`config.mk`:
```
export PLATFORM = sky130hd
export DESIGN_NAME = sshift_port
export DESIGN_NICKNAME = d
export VERILOG_FILES = /design/src/rtl/sshift_pkg.sv /design/src/rtl/sshift_timer.sv /design/src/rtl/sshift_datapath.sv /design/src/rtl/sshift_ctrl.sv /design/src/rtl/sshift_port.sv
export SDC_FILE = /design/constraint.sdc
export NUM_CORES = 1
export LEC_CHECK = 0
export ABC_AREA = 1
export ABC_CLOCK_PERIOD_IN_PS = 1800
export BUFFER_PORTS_ARGS = -buffer_cell sky130_fd_sc_hd__buf_2
export CAP_MARGIN = 20
export CORE_AREA = 10 10 57 82
export CTS_BUF_LIST = sky130_fd_sc_hd__clkbuf_16
export DETAILED_ROUTE_END_ITERATION = 12
export DIE_AREA = 0 0 67 92
export HOLD_SLACK_MARGIN = 0.06
export SYNTH_ARGS = -nofsm -noshare
export SYNTH_HDL_FRONTEND = slang
export SYNTH_SLANG_ARGS = --single-unit
```
`constraint.sdc`:
```
create_clock -name clk -period 1.8 [get_ports clk]
set_input_delay 0.09 -clock clk [delete_from_list [all_inputs] [get_ports clk]]
set_output_delay 0.09 -clock clk [all_outputs]
set_load 0.1 [all_outputs]
```
`src/rtl/sshift_pkg.sv`:
```
package sshift_pkg;

  typedef enum logic [1:0] {
    PS_IDLE = 2'd0,
    PS_TX   = 2'd1,
    PS_RX   = 2'd2
  } port_state_t;

  // cycles in the low half of one shift clock period
  function automatic int unsigned low_cycles(input int unsigned div);
    return div / 2;
  endfunction

  // cycles from the start edge to the flag edge
  function automatic int unsigned frame_cycles(input int unsigned div,
                                               input int unsigned bits);
    return div * bits;
  endfunction

endpackage

```
`src/rtl/sshift_timer.sv`:
```
module sshift_timer #(
  parameter int unsigned CLK_DIV = 12,
  parameter int unsigned WORD_W  = 8
) (
  input  logic clk,
  input  logic rst_n,
  input  logic busy,
  output logic clk_low,
  output logic rise_pt,
  output logic bit_end,
  output logic frame_end
);
  import sshift_pkg::*;

  localparam int unsigned PH_W  = (CLK_DIV > 1) ? $clog2(CLK_DIV) : 1;
  localparam int unsigned BC_W  = (WORD_W > 1) ? $clog2(WORD_W) : 1;
  localparam int unsigned HALF  = low_cycles(CLK_DIV);
  localparam logic [PH_W-1:0] PH_LAST = PH_W'(CLK_DIV - 1);
  localparam logic [PH_W-1:0] PH_RISE = PH_W'(HALF - 1);
  localparam logic [PH_W-1:0] PH_HALF = PH_W'(HALF);
  localparam logic [BC_W-1:0] BC_LAST = BC_W'(WORD_W - 1);

  logic [PH_W-1:0] phase_q;
  logic [BC_W-1:0] bitn_q;

  always_ff @(posedge clk or negedge rst_n) begin
    if (!rst_n) begin
      phase_q <= '0;
      bitn_q  <= '0;
    end else if (!busy) begin
      phase_q <= '0;
      bitn_q  <= '0;
    end else if (phase_q == PH_LAST) begin
      phase_q <= '0;
      bitn_q  <= (bitn_q == BC_LAST) ? '0 : bitn_q + 1'b1;
    end else begin
      phase_q <= phase_q + 1'b1;
    end
  end

  assign clk_low   = busy && (phase_q < PH_HALF);
  assign rise_pt   = busy && (phase_q == PH_RISE);
  assign bit_end   = busy && (phase_q == PH_LAST);
  assign frame_end = bit_end && (bitn_q == BC_LAST);

  AST_BIT_RANGE: assert property (@(posedge clk) disable iff (!rst_n)
    busy |-> (int'(bitn_q) < int'(WORD_W))) else $error("bit index out of range");
  AST_PHASE_RANGE: assert property (@(posedge clk) disable iff (!rst_n)
    (int'(phase_q) < int'(CLK_DIV))) else $error("phase out of range");

endmodule

```
`src/rtl/sshift_datapath.sv`:
```
module sshift_datapath #(
  parameter int unsigned WORD_W = 8
) (
  input  logic              clk,
  input  logic              rst_n,
  input  logic              load_tx,
  input  logic [WORD_W-1:0] load_val,
  input  logic              tx_shift,
  input  logic              rx_capture,
  input  logic              rx_commit,
  input  logic              din,
  output logic              dout_bit,
  output logic [WORD_W-1:0] rx_word
);

  logic [WORD_W-1:0] sreg_q;
  logic [WORD_W-1:0] rbuf_q;

  always_ff @(posedge clk or negedge rst_n) begin
    if (!rst_n) begin
      sreg_q <= '0;
    end else if (load_tx) begin
      sreg_q <= load_val;
    end else if (tx_shift) begin
      sreg_q <= {1'b0, sreg_q[WORD_W-1:1]};
    end else if (rx_capture) begin
      sreg_q <= {din, sreg_q[WORD_W-1:1]};
    end
  end

  always_ff @(posedge clk or negedge rst_n) begin
    if (!rst_n) rbuf_q <= '0;
    else if (rx_commit) rbuf_q <= sreg_q;
  end

  assign dout_bit = sreg_q[0];
  assign rx_word  = rbuf_q;

  AST_LOAD_EXCL: assert property (@(posedge clk) disable iff (!rst_n)
    !(load_tx && (tx_shift || rx_capture))) else $error("load during shift");

endmodule

```
`src/rtl/sshift_ctrl.sv`:
```
module sshift_ctrl (
  input  logic clk,
  input  logic rst_n,
  input  logic wr_en,
  input  logic rx_en,
  input  logic ti_clr,
  input  logic ri_clr,
  input  logic frame_end,
  output logic start_tx,
  output logic is_tx,
  output logic is_rx,
  output logic busy,
  output logic ti,
  output logic ri
);
  import sshift_pkg::*;

  port_state_t st_q, st_d;
  logic ti_q, ri_q;
  logic start_rx;

  assign start_tx = (st_q == PS_IDLE) && wr_en;
  assign start_rx = (st_q == PS_IDLE) && !wr_en && rx_en && !ri_q;

  always_comb begin
    st_d = st_q;
    unique case (st_q)
      PS_IDLE: begin
        if (start_tx)      st_d = PS_TX;
        else if (start_rx) st_d = PS_RX;
      end
      PS_TX, PS_RX: if (frame_end) st_d = PS_IDLE;
      default: st_d = PS_IDLE;
    endcase
  end

  always_ff @(posedge clk or negedge rst_n) begin
    if (!rst_n) begin
      st_q <= PS_IDLE;
      ti_q <= 1'b0;
      ri_q <= 1'b0;
    end else begin
      st_q <= st_d;
      if (st_q == PS_TX && frame_end) ti_q <= 1'b1;
      else if (ti_clr)                ti_q <= 1'b0;
      if (st_q == PS_RX && frame_end) ri_q <= 1'b1;
      else if (ri_clr)                ri_q <= 1'b0;
    end
  end

  assign is_tx = (st_q == PS_TX);
  assign is_rx = (st_q == PS_RX);
  assign busy  = is_tx || is_rx;
  assign ti    = ti_q;
  assign ri    = ri_q;

  AST_TI_ON_FRAME: assert property (@(posedge clk) disable iff (!rst_n)
    (is_tx && frame_end) |=> ti) else $error("ti not set");
  AST_RI_ON_FRAME: assert property (@(posedge clk) disable iff (!rst_n)
    (is_rx && frame_end) |=> ri) else $error("ri not set");
  AST_RX_GATE: assert property (@(posedge clk) disable iff (!rst_n)
    $rose(is_rx) |-> $past(rx_en && !ri && !busy)) else $error("rx start gate");
  AST_WR_PRIO: assert property (@(posedge clk) disable iff (!rst_n)
    (!busy && wr_en) |=> is_tx) else $error("write lost");
  AST_BUSY_WR_IGNORED: assert property (@(posedge clk) disable iff (!rst_n)
    (is_rx && wr_en && !frame_end) |=> is_rx) else $error("write broke rx");

endmodule

```
`src/rtl/sshift_port.sv`:
```
module sshift_port #(
  parameter int unsigned CLK_DIV = 12,
  parameter int unsigned WORD_W  = 8
) (
  input  logic              clk,
  input  logic              rst_n,
  input  logic              wr_en,
  input  logic [WORD_W-1:0] wr_data,
  output logic [WORD_W-1:0] rd_data,
  input  logic              rx_en,
  input  logic              ti_clr,
  input  logic              ri_clr,
  output logic              ti,
  output logic              ri,
  output logic              sclk_o,
  output logic              dat_o,
  output logic              dat_oe,
  input  logic              dat_i
);

  logic start_tx, is_tx, is_rx, busy;
  logic clk_low, rise_pt, bit_end, frame_end;
  logic dout_bit;

  sshift_ctrl u_ctrl (
    .clk       (clk),
    .rst_n     (rst_n),
    .wr_en     (wr_en),
    .rx_en     (rx_en),
    .ti_clr    (ti_clr),
    .ri_clr    (ri_clr),
    .frame_end (frame_end),
    .start_tx  (start_tx),
    .is_tx     (is_tx),
    .is_rx     (is_rx),
    .busy      (busy),
    .ti        (ti),
    .ri        (ri)
  );

  sshift_timer #(.CLK_DIV(CLK_DIV), .WORD_W(WORD_W)) u_timer (
    .clk       (clk),
    .rst_n     (rst_n),
    .busy      (busy),
    .clk_low   (clk_low),
    .rise_pt   (rise_pt),
    .bit_end   (bit_end),
    .frame_end (frame_end)
  );

  sshift_datapath #(.WORD_W(WORD_W)) u_dp (
    .clk        (clk),
    .rst_n      (rst_n),
    .load_tx    (start_tx),
    .load_val   (wr_data),
    .tx_shift   (is_tx && bit_end),
    .rx_capture (is_rx && rise_pt),
    .rx_commit  (is_rx && frame_end),
    .din        (dat_i),
    .dout_bit   (dout_bit),
    .rx_word    (rd_data)
  );

  assign sclk_o = !clk_low;
  assign dat_oe = is_tx;
  assign dat_o  = is_tx ? dout_bit : 1'b1;

  AST_IDLE_CLK_HIGH: assert property (@(posedge clk) disable iff (!rst_n)
    !busy |-> sclk_o) else $error("clock not idle high");
  AST_DATA_HOLD_HIGH: assert property (@(posedge clk) disable iff (!rst_n)
    (dat_oe && $past(dat_oe) && !$stable(dat_o)) |-> !sclk_o) else $error("data moved while clock high");
  AST_NO_DRIVE_RX: assert property (@(posedge clk) disable iff (!rst_n)
    is_rx |-> !dat_oe) else $error("pin driven in rx");

endmodule

```
# --- After elaboration in Yosys (flattened, before gate mapping) ---
# Index checks and enable logic that the tools add are counted.
totals:
  mem_count: 0
  ramBits: 0
  latchBits: 0
  register_bits: 27
  mem_bits_ro: 0
  input_bits: 15
op_classes:
  n_addsub: 2
  n_reduce_logical: 22
  n_shift: 0
  mul: 0
  n_mux: 17
  div: 0
  eq_ne: 8
  bitwise_logic: 0
  n_lt_le_gt_ge: 1
op_table:
  columns: ["cell", "count"]
  rows:
  - ["8-bit 2-to-1 mux", 3]
  - ["1-bit logical AND", 12]
  - ["3-bit 2-to-1 mux", 3]
  - ["4-bit 2-to-1 mux", 2]
  - ["2-bit 2-to-1 mux", 3]
  - ["1-bit 2-to-1 mux", 5]
  - ["4-bit by 1-bit adder with 4-bit output (second input constant)", 1]
  - ["4-bit by 3-bit == test with 1-bit output (second input constant)", 1]
  - ["4-bit == test (second input constant)", 1]
  - ["4-bit by 3-bit < comparator with 1-bit output (second input constant)", 1]
  - ["2-bit one-hot mux with 2 select lines", 1]
  - ["2-bit nonzero test", 2]
  - ["3-bit by 1-bit adder with 3-bit output (second input constant)", 1]
  - ["3-bit == test (second input constant)", 1]
  - ["1-bit zero test", 3]
  - ["3-bit by 2-bit inequality test with 1-bit output (second input constant)", 1]
  - ["3-bit nonzero test", 1]
  - ["2-bit by 1-bit == test with 1-bit output (second input constant)", 1]
  - ["2-bit == test (second input constant)", 1]
  - ["2-bit zero test", 1]
  - ["2-bit by 1-bit inequality test with 1-bit output (second input constant)", 1]
  - ["2-bit inequality test (second input constant)", 1]
  - ["2-bit AND reduction", 1]
  - ["2-bit OR reduction", 1]
  - ["1-bit logical OR", 1]

# --- Depth between registers and ports, before layout ---
# Gate-level depths: netlist (run 1).
depth:
  ltp_word: 7
  ltp_mapped: 9
  ltp_nobuf: 9

# --- Cells and area by module ---
# Synthesis (run 1) repeated with hierarchy kept, for this count alone.
hier_totals:
  hier_cells: 174
  area_unflattened_um2: 1390.1
modules_own_cells:
  columns: ["mod", "cells_per_inst", "area_per_inst_um2", "n_inst"]
  rows:
  - ["sshift_datapath", 91, 716.9, 1]
  - ["sshift_timer", 44, 386.6, 1]
  - ["sshift_ctrl", 30, 252.7, 1]
  - ["sshift_port", 9, 33.8, 1]

# --- Least setup slack after synthesis (run 1) ---
# OpenSTA, ideal clock, no wires.
synth_timing:
  path_type: "register to output"
  from: "reg u_ctrl.st_q[1]"
  to: "out dat_o"
  arrival_time_ns: 2.128
  path_slack_ns: -0.418
  path_buffers: 0
  required_ns: 1.710
  stages_incl_launch_ff: 4
  cell_sequence: "dfrtp_1 inv_1 ha_1 nand2_1"
synth_between:
  elab_chain_cells: 2
synth_lines:
  columns: ["item", "line_no", "text"]
  rows:
  - ["start, declared", "sshift_ctrl.sv:18", "port_state_t st_q, st_d;"]
  - ["start signal, assigned", "sshift_ctrl.sv:43", "st_q <= st_d;"]
  - ["2-bit by 1-bit == test with 1-bit output", "sshift_ctrl.sv:51", "assign is_tx = (st_q == PS_TX);"]
  - ["net dat_oe", "sshift_port.sv:17", "output logic dat_oe,"]
  - ["1-bit 2-to-1 mux", "sshift_port.sv:66", "assign dat_o = is_tx ? dout_bit : 1'b1;"]
  - ["end, declared", "sshift_port.sv:16", "output logic dat_o,"]
# The timed path passes the listed nets, and every way through them passes these cells.

# --- Worst setup path after layout (run 1) ---
layout_timing:
  from: "reg u_ctrl.st_q[0]"
  to: "out sclk_o"
layout_between:
  elab_chain_cells: 4
  word_cells_on_any_way: 5
  cone_classes: "eq/ne (2); reduce/logical (3)"
layout_lines:
  columns: ["item", "line_no", "text"]
  rows:
  - ["2-bit by 1-bit == test with 1-bit output / 2-bit == test (equally long branches)", "sshift_ctrl.sv:51, sshift_ctrl.sv:52", null]
  - ["1-bit logical OR (*)", "sshift_ctrl.sv:53", "assign busy = is_tx || is_rx;"]
  - ["1-bit logical AND (*)", "sshift_timer.sv:41", "assign clk_low = busy && (phase_q < PH_HALF);"]
  - ["1-bit zero test (*)", "sshift_port.sv:64", "assign sclk_o = !clk_low;"]
  - ["end, declared", "sshift_port.sv:15", "output logic sclk_o,"]
# Mark *: on every way between the ends. The rest lies on a longest branch, timed or not.

==> results of run 1 <==
[stage by stage]
stage                     hold WS, ns  util [%]  cell area, sq um  worst slack, ns
final                           0.133      51.6              1700            0.130
after global routing            0.154      51.6              1700          0.00418
after CTS                       0.132      51.6              1690           0.0789
after detailed placement        0.126      48.2              1590            0.106
after global placement          0.138      48.2              1590            0.150
after floorplan                -0.206         -              1400            0.182
[cell families after synthesis]
kind of cell	after synthesis	share of synthesized area [%]
and+or+nand+nor	80	27.1
DFF	27	48.4
buffers and inverters	23	6.91
AOI/OAI and AO/OA	21	10.0
adders and majority gates	7	6.28
xor gates and xnor gates	2	1.26
[registers in the layout, summed over array words and instances, names as in the netlist]
signal	flops
u_dp.rx_word	8
u_timer.phase_q	4
u_dp.sreg_q	8
u_ctrl.st_q	2
u_ctrl.ri	1
u_ctrl.ti	1
u_timer.bitn_q	3
[final timing paths]
| kind | start | end | slack, ns |
|---|---|---|---|
| worst max-delay path | u_ctrl.st_q[0]$_DFFE_PN0P_ | sclk_o | 0.13 |
| worst min-delay path | wr_data[7] | u_dp.sreg_q[7]$_DFFE_PN0P_ | 0.13 |
| worst max register to register | u_ctrl.st_q[0]$_DFFE_PN0P_ | u_dp.rx_word[3]$_DFFE_PN0P_ | 0.15 |
| worst min register to register | u_dp.rx_word[7]$_DFFE_PN0P_ | u_dp.rx_word[7]$_DFFE_PN0P_ | 0.48 |
| max in group asynchronous | rst_n | u_timer.phase_q[1]$_DFF_PN0_ | 1.04 |
| min in group asynchronous | rst_n | u_timer.bitn_q[0]$_DFFE_PN0P_ | 0.36 |
[critical path, cell delays in order, from the launching register on]
cell	delay [ns]
dfrtp_1	0.37
inv_1	0.07
ha_2	0.41
nand2_1	0.08
o21bai_2	0.21
buf_12	0.17
[routing by layer]
metal	share of wire [%]	wire length, um
met3	4.1	121
met4	0.95	28
met2	54	1610
met5	0	0
met1	41	1200
[what timing repair did]
item	in CTS	in global routing
hold buffers	3	0
hold endpoints to repair	29	0
resized for setup	0	1
setup endpoints to repair	0	10
[power by group]
group	internal [W]	switching [W]	total (W)
Clock	0.000297	0.000188	0.000485
Sequential	0.000720	0.0000718	0.000792
Combinational	0.000309	0.000724	0.00103
[Yosys cell counts, types with 2 or more instances]
cell | n | area share, %
inv_1 | 18 | 4.8
buf_2 | 2 | 0.72
nor2_4 | 2 | 1.6
o21ai_2 | 8 | 5.0
nand2_1 | 51 | 14
inv_2 | 2 | 0.54
nand3_1 | 15 | 5.4
ha_1 | 7 | 6.3
o21ai_0 | 11 | 3.9
nand3_4 | 2 | 2.5
dfrtp_1 | 27 | 48
nor2_1 | 7 | 1.9
[cell type report]
cell class,instances,area (sq um)
clock buffer,3,75.1
clock inverter,1,3.75
fill,331,1590
inverter,20,75.1
multi-input combinational,110,634
sequential,27,676
tap,42,52.6
timing repair buffer,30,180
[cells in the final DEF (no fill, tap or decap), types with 2 or more instances in the layout]
| cell | instances |
|---|---|
| buf_2 | 26 |
| clkbuf_16 | 3 |
| dfrtp_1 | 27 |
| dlygate4sd3_1 | 3 |
| ha_1 | 5 |
| ha_2 | 2 |
| inv_1 | 19 |
| inv_2 | 2 |
| nand2_1 | 50 |
| nand3_1 | 15 |
| nand3_4 | 2 |
| nor2_1 | 7 |
| nor2_4 | 2 |
| o21ai_0 | 11 |
| o21ai_2 | 8 |
==> out/qor.csv, run 1 <==
stage,metric,value,unit
placement,gp_congestion,0.806,
route,via_per_inst,4.71,
timing,layout_worst_path_cycle_share,92.8,%
cts,cts.sinks,27,
setup_path,r2r.worst_path.cells,7,
power,p_total,0.00231,W
setup_path,cp-start-kind,flop,
yosys,synth.yosys.warnings,0,
grt,grt_usage,10.4,%
cts,cts-htree-levels,1,
yosys,synth.distinct_cells,20,
yosys,async_reset_ff_share,100,%
timing,fmax,0.599,GHz
outcome,status,completed,
die,core,3290,sq um
cts,post_cts_buffers,0,
layout,fin_cells,233,
grt,grtUsageMet1,10.9,%
timing,relSlewSlack,60.5,%
power,power_density,1360,nW/um^2
yosys,synth.yosys.seq_area_share,48.4,%
timing,worstMarginPinSlew,0.592,ns
grt,grt_max_degree,28,
layout,antenna_cells,0,
setup_path,required,1.71,ns
yosys,synth_area,1400,sq um
cts,clk_latency,0.26,ns
timing,final-hold-violation-count,0,
cts,clk_path_buf_depth,2,
die,die-area,6160,sq um
timing,rsz0062_at_grt,no,
setup_path,worstPathArrival,1.58,ns
placement,post-dp-hpwl,2300,um
placement,portBuffers,27,
yosys,synth-edff-count,0,
yosys,syn_area_per_cell,8.72,sq um
grt,antenna_found_initial,0,
run,drv_cap,0,
die,die_x,67,um
yosys,synth_ff_type,dfrtp_1,
route,drt-total-wl,2950,um
grt,grt_pass1_vias,1200,
die,start_util,42.5,%
grt,use_met3,3.05,%
cts,cts-root-buf,clkbuf_16,
yosys,syn_nets,182,
die,io_pins,28,
timing,finClkSkew,0.00586,ns
power,vdd_drop_max,1.01,mV
placement,dp.cells,226,
route,drc,0,
timing,finalSetupViolCount,0,
timing,tns,0,ns
grt,grt.busiest_layer,met2,
layout,syn2layout_area_growth,21.6,%
power,power.leakage,0.879,nW
grt,groute.layer.met2.usage,18.8,%
die,rows,26,
route,ant_nets,0,
grt,grt_overflow,0,
route,routedWlPerCell,12.7,um
cts,numCtsBuffers,3,
setup_path,path_class,reg2out,
die,die_y,92,um
setup_path,critPathCaptureType,output port,
timing,final.min_clock_period,1.67,ns
yosys,syn_inst,160,
layout,drive_above_1_share,26.7,%
timing,finalMaxSlewViolations,0,
cts,path_clk_slew,0.06,ns
route,vias,1098,
layout,fin_nets,214,
route,drt_first_pass_iters,4,
hold_path,hold_depth,5,
route,dr.first_iter.drc_count,45,
setup_path,path_max_fanout,9,
hold_path,min_path_type,in2reg,
grt,grt_first_pass_wirelength,5260,um
cts,tritoncts,built,
yosys,ys_ff_latch,27,
Note: power is estimated with default switching activity, not from simulation.
==> inputs of run 2 (changes only) <==
--- a/config.mk
+++ b/config.mk
@@ -6,7 +6,7 @@
 export NUM_CORES = 1
 export LEC_CHECK = 0
 export ABC_AREA = 1
-export ABC_CLOCK_PERIOD_IN_PS = 1800
+export ABC_CLOCK_PERIOD_IN_PS = 1900
 export BUFFER_PORTS_ARGS = -buffer_cell sky130_fd_sc_hd__buf_2
 export CAP_MARGIN = 20
 export CORE_AREA = 10 10 57 82
==> constraint.sdc (replaced) <==
create_clock -name clk -period 1.9 [get_ports clk]
set_input_delay 0.095 -clock clk [delete_from_list [all_inputs] [get_ports clk]]
set_output_delay 0.095 -clock clk [all_outputs]
set_load 0.1 [all_outputs]
==> out/qor.csv, run 2 (synthesis results as in run 1) <==
stage,metric,value,unit
outcome,status,completed,
power,vdd_drop_max,0.953,mV
hold_path,min_path_type,in2reg,
layout,fin_nets,214,
setup_path,critPathCaptureType,output port,
die,core,3290,sq um
cts,post_cts_buffers,0,
cts,postCtsHoldBufs,3,
cts,cts_resized,0,
route,routedWlPerCell,12.7,um
layout,layout_common_cells,"nand2_1 (50), dfrtp_1 (27), buf_2 (26), inv_1 (19), nand3_1 (15)",
placement,post-dp-hpwl,2300,um
timing,finClkSkew,0.00574,ns
layout,syn2layout_area_growth,21.4,%
cts,cts-root-buf,clkbuf_16,
die,die-area,6160,sq um
grt,grt_max_degree,28,
cts,cts-htree-levels,1,
grt,antenna_found_initial,0,
route,drt-total-wl,2950,um
setup_path,path_class,reg2out,
die,rows,26,
grt,grt_overflow,0,
placement,gp_congestion,0.806,
power,power.leakage,0.880,nW
setup_path,cp-start-kind,flop,
route,ant_nets,0,
timing,layout_worst_path_cycle_share,90.6,%
route,drc,0,
cts,numCtsBuffers,3,
timing,relSlewSlack,60.6,%
setup_path,crit_path_cell_trace,"inv_1, ha_1, nand2_1, o21bai_2, buf_12",
cts,clk_path_buf_depth,2,
setup_path,worstPathArrival,1.63,ns
route,drt_first_pass_iters,4,
route,vias,1096,
route,dr.first_iter.drc_count,44,
timing,worstMarginPinSlew,0.590,ns
route,via_per_inst,4.70,
layout,drive_above_1_share,26.2,%
timing,rsz0062_at_grt,no,
grt,grt_first_pass_wirelength,5260,um
setup_path,path_max_fanout,9,
layout,antenna_cells,0,
die,start_util,42.5,%
timing,whs,0.138,ns
run,drv_cap,0,
cts,cts.sinks,27,
die,die_y,92,um
timing,finalMaxSlewViolations,0,
cts,clk_latency,0.26,ns
timing,tns,0,ns
timing,finalSetupViolCount,0,
setup_path,required,1.80,ns
cts,path_clk_slew,0.06,ns
die,io_pins,28,
placement,portBuffers,27,
die,die_x,67,um
setup_path,cp_slowest_cell,ha_1,
power,power_density,1290,nW/um^2
grt,grt_usage,10.4,%
timing,final-hold-violation-count,0,
setup_path,slowest_delay,0.43,ns
grt,grt_pass1_vias,1200,
timing,final.min_clock_period,1.72,ns
timing,fmax,0.581,GHz
cts,tritoncts,built,
layout,final_common_cell,nand2_1,
[run 2: layout make-up]
cell class	count	area (sq um)
Clock buffer	3	75.1
Clock inverter	1	3.75
Fill cell	330	1590
Inverter	20	75.1
Multi-Input combinational cell	110	632
Sequential cell	27	676
Tap cell	42	52.6
Timing Repair Buffer	30	180
[run 2: path summary, 6_finish.rpt]
kind                                                  start  cells after the start  slack [ns]                             to
worst max-delay path             u_ctrl.st_q[0]$_DFFE_PN0P_                      5        0.18                         sclk_o
worst min-delay path                             wr_data[7]                      5        0.14     u_dp.sreg_q[7]$_DFFE_PN0P_
worst max register to register   u_ctrl.st_q[0]$_DFFE_PN0P_                      7        0.19    u_dp.rx_word[3]$_DFFE_PN0P_
worst min register to register  u_dp.rx_word[7]$_DFFE_PN0P_                      2        0.48    u_dp.rx_word[7]$_DFFE_PN0P_
max in group asynchronous                             rst_n                      2        1.14   u_timer.phase_q[1]$_DFF_PN0_
min in group asynchronous                             rst_n                      2        0.37  u_timer.bitn_q[0]$_DFFE_PN0P_
[run 2: metrics by stage]
| stage | util [%] | cells | total power (W) | setup WS [ns] | cell area [sq um] |
|---|---|---|---|---|---|
| finish | 51.6 | 233 | 0.00218 | 0.178 | 1690 |
| global route | 51.6 | 233 | 0.00234 | 0.0356 | 1690 |
| CTS | 51.6 | 233 | 0.00221 | 0.174 | 1690 |
| detailed placement | 48.2 | 226 | 0.00174 | 0.206 | 1590 |
| global placement | 48.2 | 226 | 0.00172 | 0.250 | 1590 |
| floorplan | - | 160 | 0.00151 | 0.282 | 1400 |
[run 2: report_power, final]
part	internal, W	leakage [nW]	switching, W
Sequential	0.000682	0.364	0.0000680
Clock	0.000281	0.0423	0.000178
Combinational	0.000286	0.474	0.000685
[run 2: per-layer routing]
metal  global-route usage, %  vias to the layer above  wire length (um)
met3                    3.05                        2               121
met1                    10.9                      515              1210
met5                       0                        -                 0
met2                    18.8                       15              1590
li1                        -                      564                 -
met4                    3.61                        0                28
[run 2: critical path, delay by kind of cell, from the launching register on]
family                   cells  cell delay (ns)
buffers and inverters        2             0.24
flip-flops                   1             0.37
AND/OR/NAND/NOR              1             0.10
adder cells (fa/ha/maj)      1             0.43
AO/OA/AOI/OAI                1             0.22
